[config.mk]
export PLATFORM = sky130hd
export DESIGN_NAME = tmr_top
export DESIGN_NICKNAME = d
export VERILOG_FILES = /design/src/rtl/tmr_pkg.sv /design/src/rtl/tmr_edge_sync.sv /design/src/rtl/tmr_prescaler.sv /design/src/rtl/tmr_count_core.sv /design/src/rtl/tmr_top.sv
export SDC_FILE = /design/constraint.sdc
export NUM_CORES = 1
export LEC_CHECK = 0
export ABC_AREA = 1
export BUFFER_PORTS_ARGS = -buffer_cell sky130_fd_sc_hd__buf_2
export CAP_MARGIN = 20
export CORE_MARGIN = 2
export CORE_UTILIZATION = 49
export DETAILED_ROUTE_END_ITERATION = 12
export GPL_TIMING_DRIVEN = 0
export PLACE_DENSITY = 0.75
export SYNTH_ARGS = -nofsm -noshare
export SYNTH_HDL_FRONTEND = slang
export SYNTH_SLANG_ARGS = --single-unit
[constraint.sdc]
create_clock -name clk -period 1.6 [get_ports clk]
set_clock_uncertainty 0.05 [all_clocks]
set_input_delay 0.08 -clock clk [delete_from_list [all_inputs] [get_ports clk]]
set_output_delay 0.08 -clock clk [all_outputs]
set_load 0.05 [all_outputs]
[src/rtl/tmr_pkg.sv]
package tmr_pkg;

    localparam int RATIO_W = 3;
    localparam int PRE_W   = 1 << RATIO_W;
    localparam int CTL_W   = RATIO_W + 3;

    typedef enum logic [1:0] {
        HOLD_RUN = 2'd0,
        HOLD_ONE = 2'd1,
        HOLD_TWO = 2'd2
    } hold_state_t;

    typedef struct packed {
        logic               src_ext;
        logic               edge_fall;
        logic               pre_wdt;
        logic [RATIO_W-1:0] ratio;
    } tmr_ctl_t;

endpackage

[src/rtl/tmr_edge_sync.sv]
module tmr_edge_sync #(
    parameter int STAGES = 2
) (
    input  logic clk,
    input  logic rst_n,
    input  logic din,
    input  logic fall_sel,
    output logic pulse
);
    logic [STAGES-1:0] stage_q;
    logic              last_q;

    always_ff @(posedge clk or negedge rst_n) begin
        if (!rst_n) stage_q[0] <= 1'b0;
        else        stage_q[0] <= din;
    end

    for (genvar i = 1; i < STAGES; i++) begin : g_stage
        always_ff @(posedge clk or negedge rst_n) begin
            if (!rst_n) stage_q[i] <= 1'b0;
            else        stage_q[i] <= stage_q[i-1];
        end
    end

    always_ff @(posedge clk or negedge rst_n) begin
        if (!rst_n) last_q <= 1'b0;
        else        last_q <= stage_q[STAGES-1];
    end

    logic rise, fall;
    assign rise  = stage_q[STAGES-1] & ~last_q;
    assign fall  = ~stage_q[STAGES-1] & last_q;
    assign pulse = fall_sel ? fall : rise;

endmodule

[src/rtl/tmr_prescaler.sv]
module tmr_prescaler #(
    parameter int W     = 8,
    parameter int SEL_W = $clog2(W)
) (
    input  logic             clk,
    input  logic             rst_n,
    input  logic             clr,
    input  logic             evt,
    input  logic             to_wdt,
    input  logic [SEL_W-1:0] sel,
    output logic             tick
);
    logic [W-1:0]     pcnt;
    logic [W-1:0]     full;
    logic [SEL_W-1:0] sel_m1;
    logic             hit_ctr, hit_wdt;

    always_ff @(posedge clk or negedge rst_n) begin
        if (!rst_n)   pcnt <= '0;
        else if (clr) pcnt <= '0;
        else if (evt) pcnt <= pcnt + W'(1);
    end

    for (genvar i = 0; i < W; i++) begin : g_tap
        assign full[i] = &pcnt[i:0];
    end

    assign sel_m1  = sel - SEL_W'(1);
    assign hit_ctr = full[sel];
    assign hit_wdt = (sel == '0) ? 1'b1 : full[sel_m1];
    assign tick    = evt & (to_wdt ? hit_wdt : hit_ctr);

endmodule

[src/rtl/tmr_count_core.sv]
module tmr_count_core
    import tmr_pkg::*;
#(
    parameter int W = 8
) (
    input  logic         clk,
    input  logic         rst_n,
    input  logic         wr_en,
    input  logic [W-1:0] wr_data,
    input  logic         inc,
    input  logic         flag_clr,
    output logic [W-1:0] cnt,
    output logic         flag,
    output logic         run
);
    hold_state_t state_q, state_d;
    logic        inc_ok, wrap;

    always_comb begin
        state_d = state_q;
        unique case (state_q)
            HOLD_RUN: state_d = wr_en ? HOLD_ONE : HOLD_RUN;
            HOLD_ONE: state_d = wr_en ? HOLD_ONE : HOLD_TWO;
            HOLD_TWO: state_d = wr_en ? HOLD_ONE : HOLD_RUN;
            default:  state_d = HOLD_RUN;
        endcase
    end

    always_ff @(posedge clk or negedge rst_n) begin
        if (!rst_n) state_q <= HOLD_RUN;
        else        state_q <= state_d;
    end

    always_comb begin
        run = 1'b0;
        unique case (state_q)
            HOLD_RUN: run = ~wr_en;
            HOLD_ONE: run = 1'b0;
            HOLD_TWO: run = 1'b0;
            default:  run = 1'b0;
        endcase
    end

    assign inc_ok = inc & run;
    assign wrap   = inc_ok & (cnt == '1);

    always_ff @(posedge clk or negedge rst_n) begin
        if (!rst_n)      cnt <= '0;
        else if (wr_en)  cnt <= wr_data;
        else if (inc_ok) cnt <= cnt + W'(1);
    end

    always_ff @(posedge clk or negedge rst_n) begin
        if (!rst_n)        flag <= 1'b0;
        else if (wrap)     flag <= 1'b1;
        else if (flag_clr) flag <= 1'b0;
    end

endmodule

[src/rtl/tmr_top.sv]
module tmr_top
    import tmr_pkg::*;
#(
    parameter int CNT_W       = 8,
    parameter int SYNC_STAGES = 2
) (
    input  logic             clk,
    input  logic             rst_n,
    input  logic             cnt_wr,
    input  logic [CNT_W-1:0] cnt_wdata,
    output logic [CNT_W-1:0] cnt_q,
    input  logic             ctl_wr,
    input  logic [CTL_W-1:0] ctl_wdata,
    input  logic             ext_clk,
    input  logic             flag_clr,
    input  logic             irq_en,
    output logic             ovf_flag,
    output logic             irq,
    input  logic             wdt_clk,
    output logic             wdt_tick
);
    tmr_ctl_t ctl_q, ctl_in;
    logic     next_to_wdt;
    logic     ext_edge, run, src_evt, presc_evt, presc_clr, presc_tick, cnt_inc;

    assign ctl_in = tmr_ctl_t'(ctl_wdata);

    always_ff @(posedge clk or negedge rst_n) begin
        if (!rst_n)      ctl_q <= '0;
        else if (ctl_wr) ctl_q <= ctl_in;
    end

    assign next_to_wdt = ctl_wr ? ctl_in.pre_wdt : ctl_q.pre_wdt;

    tmr_edge_sync #(.STAGES(SYNC_STAGES)) u_sync (
        .clk      (clk),
        .rst_n    (rst_n),
        .din      (ext_clk),
        .fall_sel (ctl_q.edge_fall),
        .pulse    (ext_edge)
    );

    assign src_evt   = run & (ctl_q.src_ext ? ext_edge : 1'b1);
    assign presc_evt = ctl_q.pre_wdt ? wdt_clk : src_evt;
    assign presc_clr = cnt_wr & ~next_to_wdt;

    tmr_prescaler #(.W(PRE_W), .SEL_W(RATIO_W)) u_pre (
        .clk    (clk),
        .rst_n  (rst_n),
        .clr    (presc_clr),
        .evt    (presc_evt),
        .to_wdt (ctl_q.pre_wdt),
        .sel    (ctl_q.ratio),
        .tick   (presc_tick)
    );

    assign cnt_inc = ctl_q.pre_wdt ? src_evt : presc_tick;

    tmr_count_core #(.W(CNT_W)) u_core (
        .clk      (clk),
        .rst_n    (rst_n),
        .wr_en    (cnt_wr),
        .wr_data  (cnt_wdata),
        .inc      (cnt_inc),
        .flag_clr (flag_clr),
        .cnt      (cnt_q),
        .flag     (ovf_flag),
        .run      (run)
    );

    always_ff @(posedge clk or negedge rst_n) begin
        if (!rst_n) wdt_tick <= 1'b0;
        else        wdt_tick <= ctl_q.pre_wdt ? presc_tick : wdt_clk;
    end

    assign irq = ovf_flag & irq_en;

endmodule

==> out/results.ini <==
[hold_path]
hold_start = cnt_wdata[2]
worst_hold_path.num_cells = 5
hold_path.class = input port to flop
holdPathEnd = u_core.cnt[2]

[logic_synthesis]
ys_types = 31
synthXorXnorAreaFrac_pct = 3.60
synth-async-reset-ratio_pct = 100
syn-num-nets = 244
syn_avg_cell_area_um2 = 7.88
synthSimpleGateAreaFrac_pct = 30.5
synth-seq-cells = 29
synth_fa_ha_area_share_pct = 4.41
synth_edf_count = 0
ys.flop_type = dfrtp_1
synth_top_family_by_area = simple AND/OR/NAND/NOR gates
ys_warn_count = 0
synthMuxAreaShare_pct = 1.32
netlist_area_um2 = 1700
ys_seq_area_share_pct = 42.6
postSynthCellCount = 216
synth_compound_area_share_pct = 9.40

[worst_setup_path]
crit_type = flop to flop
cp.required_ns = 1.77
r2r_end = u_core.cnt[2]
r2r-start = u_pre.pcnt[0]
ff2ff_path_depth = 12
endpoint_kind = flop
startpoint_type = flop
rrSetupSlack_ns = -0.19
path_max_fanout = 8
arrival_ns = 1.96
crit_path_start = u_pre.pcnt[0]

[cts]
cts_buffer_depth = 2
cts_sinks = 29
path_clk_slew_ns = 0.09
cts-buffers-inserted = 5
clkLatencyLatePin_ns = 0.33
cts_tree = yes
root_buffer = clkbuf_4
cts_max_level = 2

[floorplan]
num_rows = 21
ios = 33
die_y_um = 63.0
start_util_pct = 51.0
die_w_um = 63.0
fp.dieArea_um2 = 3960
core_um2 = 3340

[final_layout]
antenna_cells = 0
fin_util_pct = 69.7
syn_to_final_growth_pct = 36.7
layout.nets = 303
layout-drive-gt1-share_pct = 31.5
fill_cells = 275

[detailed_routing]
drc_errors = 0
routed_wirelength_um = 4230
antenna_left = 0
dr.first_iter.drc_count = 126
dr.pass1.iters = 4
vias = 1695
wire_per_inst_um = 13.1
vias_per_cell = 5.26

[placement]
dp.final_hpwl_um = 2620
io_buffers = 31
dp_slack_ns = -0.227
finalWeightedCongestion = 0.875

[sta]
fin_crit_ns = 1.79
rsz0062_at_grt = yes
max_freq_mhz = 557
hold_viol_final = 0
slew-limit-headroom_pct = 55.8
finalSetupViolations = 9
whs_ns = 0.0196
slew_violations = 0
period_share_pct = 112
final.setup.tns_ns = -1.42
tightest_slew_ns = 0.663
final.setup.worst_slack_ns = -0.194

[global_routing]
track_usage_pct = 23.0
overflow = 0
antenna_found_initial = 0
grt_first_pass_wirelength_um = 7050
grt_max_degree = 30
grt_pass1_vias = 1620

[outcome]
status = complete, but fails checks
violations = negative setup slack

[pwr]
p_leak_uw = 0.00112
powerDensity_nw_per_um2 = 875
max-vdd-ir-drop_mv = 0.647
p_total_uw = 2040

[flow_run]
max-cap-violations = 0

## worst max path at each step
stage                     cells after the start             to  slack [ns]
final                                        12  u_core.cnt[2]       -0.19
after global routing                         12  u_core.cnt[2]       -0.28
after CTS                                    12  u_core.cnt[2]       -0.18
after detailed placement                     12  u_core.cnt[2]       -0.23
after global placement                       12  u_core.cnt[3]       -0.20
after floorplan                              12  u_core.cnt[0]      -0.005
## cell usage in the layout, fill, tap and decap left out, types with 3 or more instances in the layout
cell and instances:
nand2_2 11, buf_4 4, ha_4 3, dfrtp_2 5, ha_1 3, nor3_1 3
clkbuf_8 3, nand3_1 26, nand3b_1 6, a21oi_2 3, dfrtp_1 24, nand2_1 49
clkbuf_4 5, dlygate4sd3_1 16, xor2_1 5, nor2_1 6, nand2_4 4, inv_1 22
inv_2 4, buf_2 32, o21ai_1 3, o21ai_0 15, a21oi_1 4
## final cells by class
class | instances | area [um^2] | share of cell area, %
flip-flops and latches | 29 | 732 | 31.5
repair buffers | 51 | 349 | 15.0
well taps | 46 | 57.6 | 2.47
plain buffers | 4 | 37.5 | 1.61
inverters | 27 | 104 | 4.46
clock buffers | 7 | 65.1 | 2.80
multi-input cells | 157 | 977 | 42.0
clock inverters | 1 | 5.00 | 0.215
## flip-flops by register name, summed over array words and instances (netlist names)
name and count:
wdt_tick 1, u_pre.pcnt 8, u_sync.last_q 1, u_sync.stage_q 2, u_core.cnt 8, u_core.state_q 2, u_core.flag 1, ctl_q 6
## synthesized netlist by cell type (all sizes together) (3+ instances only)
library cell | n | area [um^2]
nor2 | 8 | 35.0
nand2 | 65 | 264
inv | 26 | 97.6
dfrtp | 29 | 726
o21ai | 18 | 90.1
nand3 | 27 | 140
nor3 | 3 | 15.0
a21oi | 7 | 42.5
nand3b | 6 | 45.0
xor2 | 5 | 43.8
ha | 6 | 75.1
buf | 3 | 23.8
## timing repair
action,CTS,global route
hold endpoints to repair,44,0
pin swaps,4,6
cloned,1,0
resized for setup,2,31
setup buffers,4,0
endpoints found under the setup margin,9,18
hold buffers,16,0
## layer usage
metal	up-vias	GRT usage, %	share of wire, %
met3	5	5.05	5.2
met5	-	0	0
met4	0	11.9	0.90
met2	51	39.9	54
li1	823	-	-
met1	816	26.3	40
## through the flow
| stage | cell area [um^2] | instances |
|---|---|---|
| after floorplan | 1730 | 216 |
| after CTS | 2210 | 322 |
| final | 2330 | 322 |
| after detailed placement | 1940 | 293 |
| after global routing | 2330 | 322 |
| after global placement | 1940 | 293 |
## cell families after synthesis
group / count (synthesis)
simple gates: 112
buf+inv: 31
compound gates: 29
flops: 29
xor+xnor: 7
fa+ha+maj: 6
mux: 2
## report_power, final
group | internal [uW] | leakage (uW) | switching (uW) | total, uW
Combinational | 231 | 0.000717 | 401 | 632
Clock | 254 | 0.0000413 | 262 | 517
Sequential | 807 | 0.000362 | 80.4 | 888
## worst max-delay path, cell delays in order (launching register included)
cell and delay [ns]:
dfrtp_1 0.44, ha_4 0.20, ha_4 0.17, a21oi_2 0.13, nand2_1 0.06, nand3_1 0.07, nand2_1 0.07, inv_2 0.08
nand2_4 0.08, nand2_8 0.11, nand2_8 0.09, nand2_2 0.09, nand2_1 0.05
Note: power is estimated with default switching activity, not from simulation.
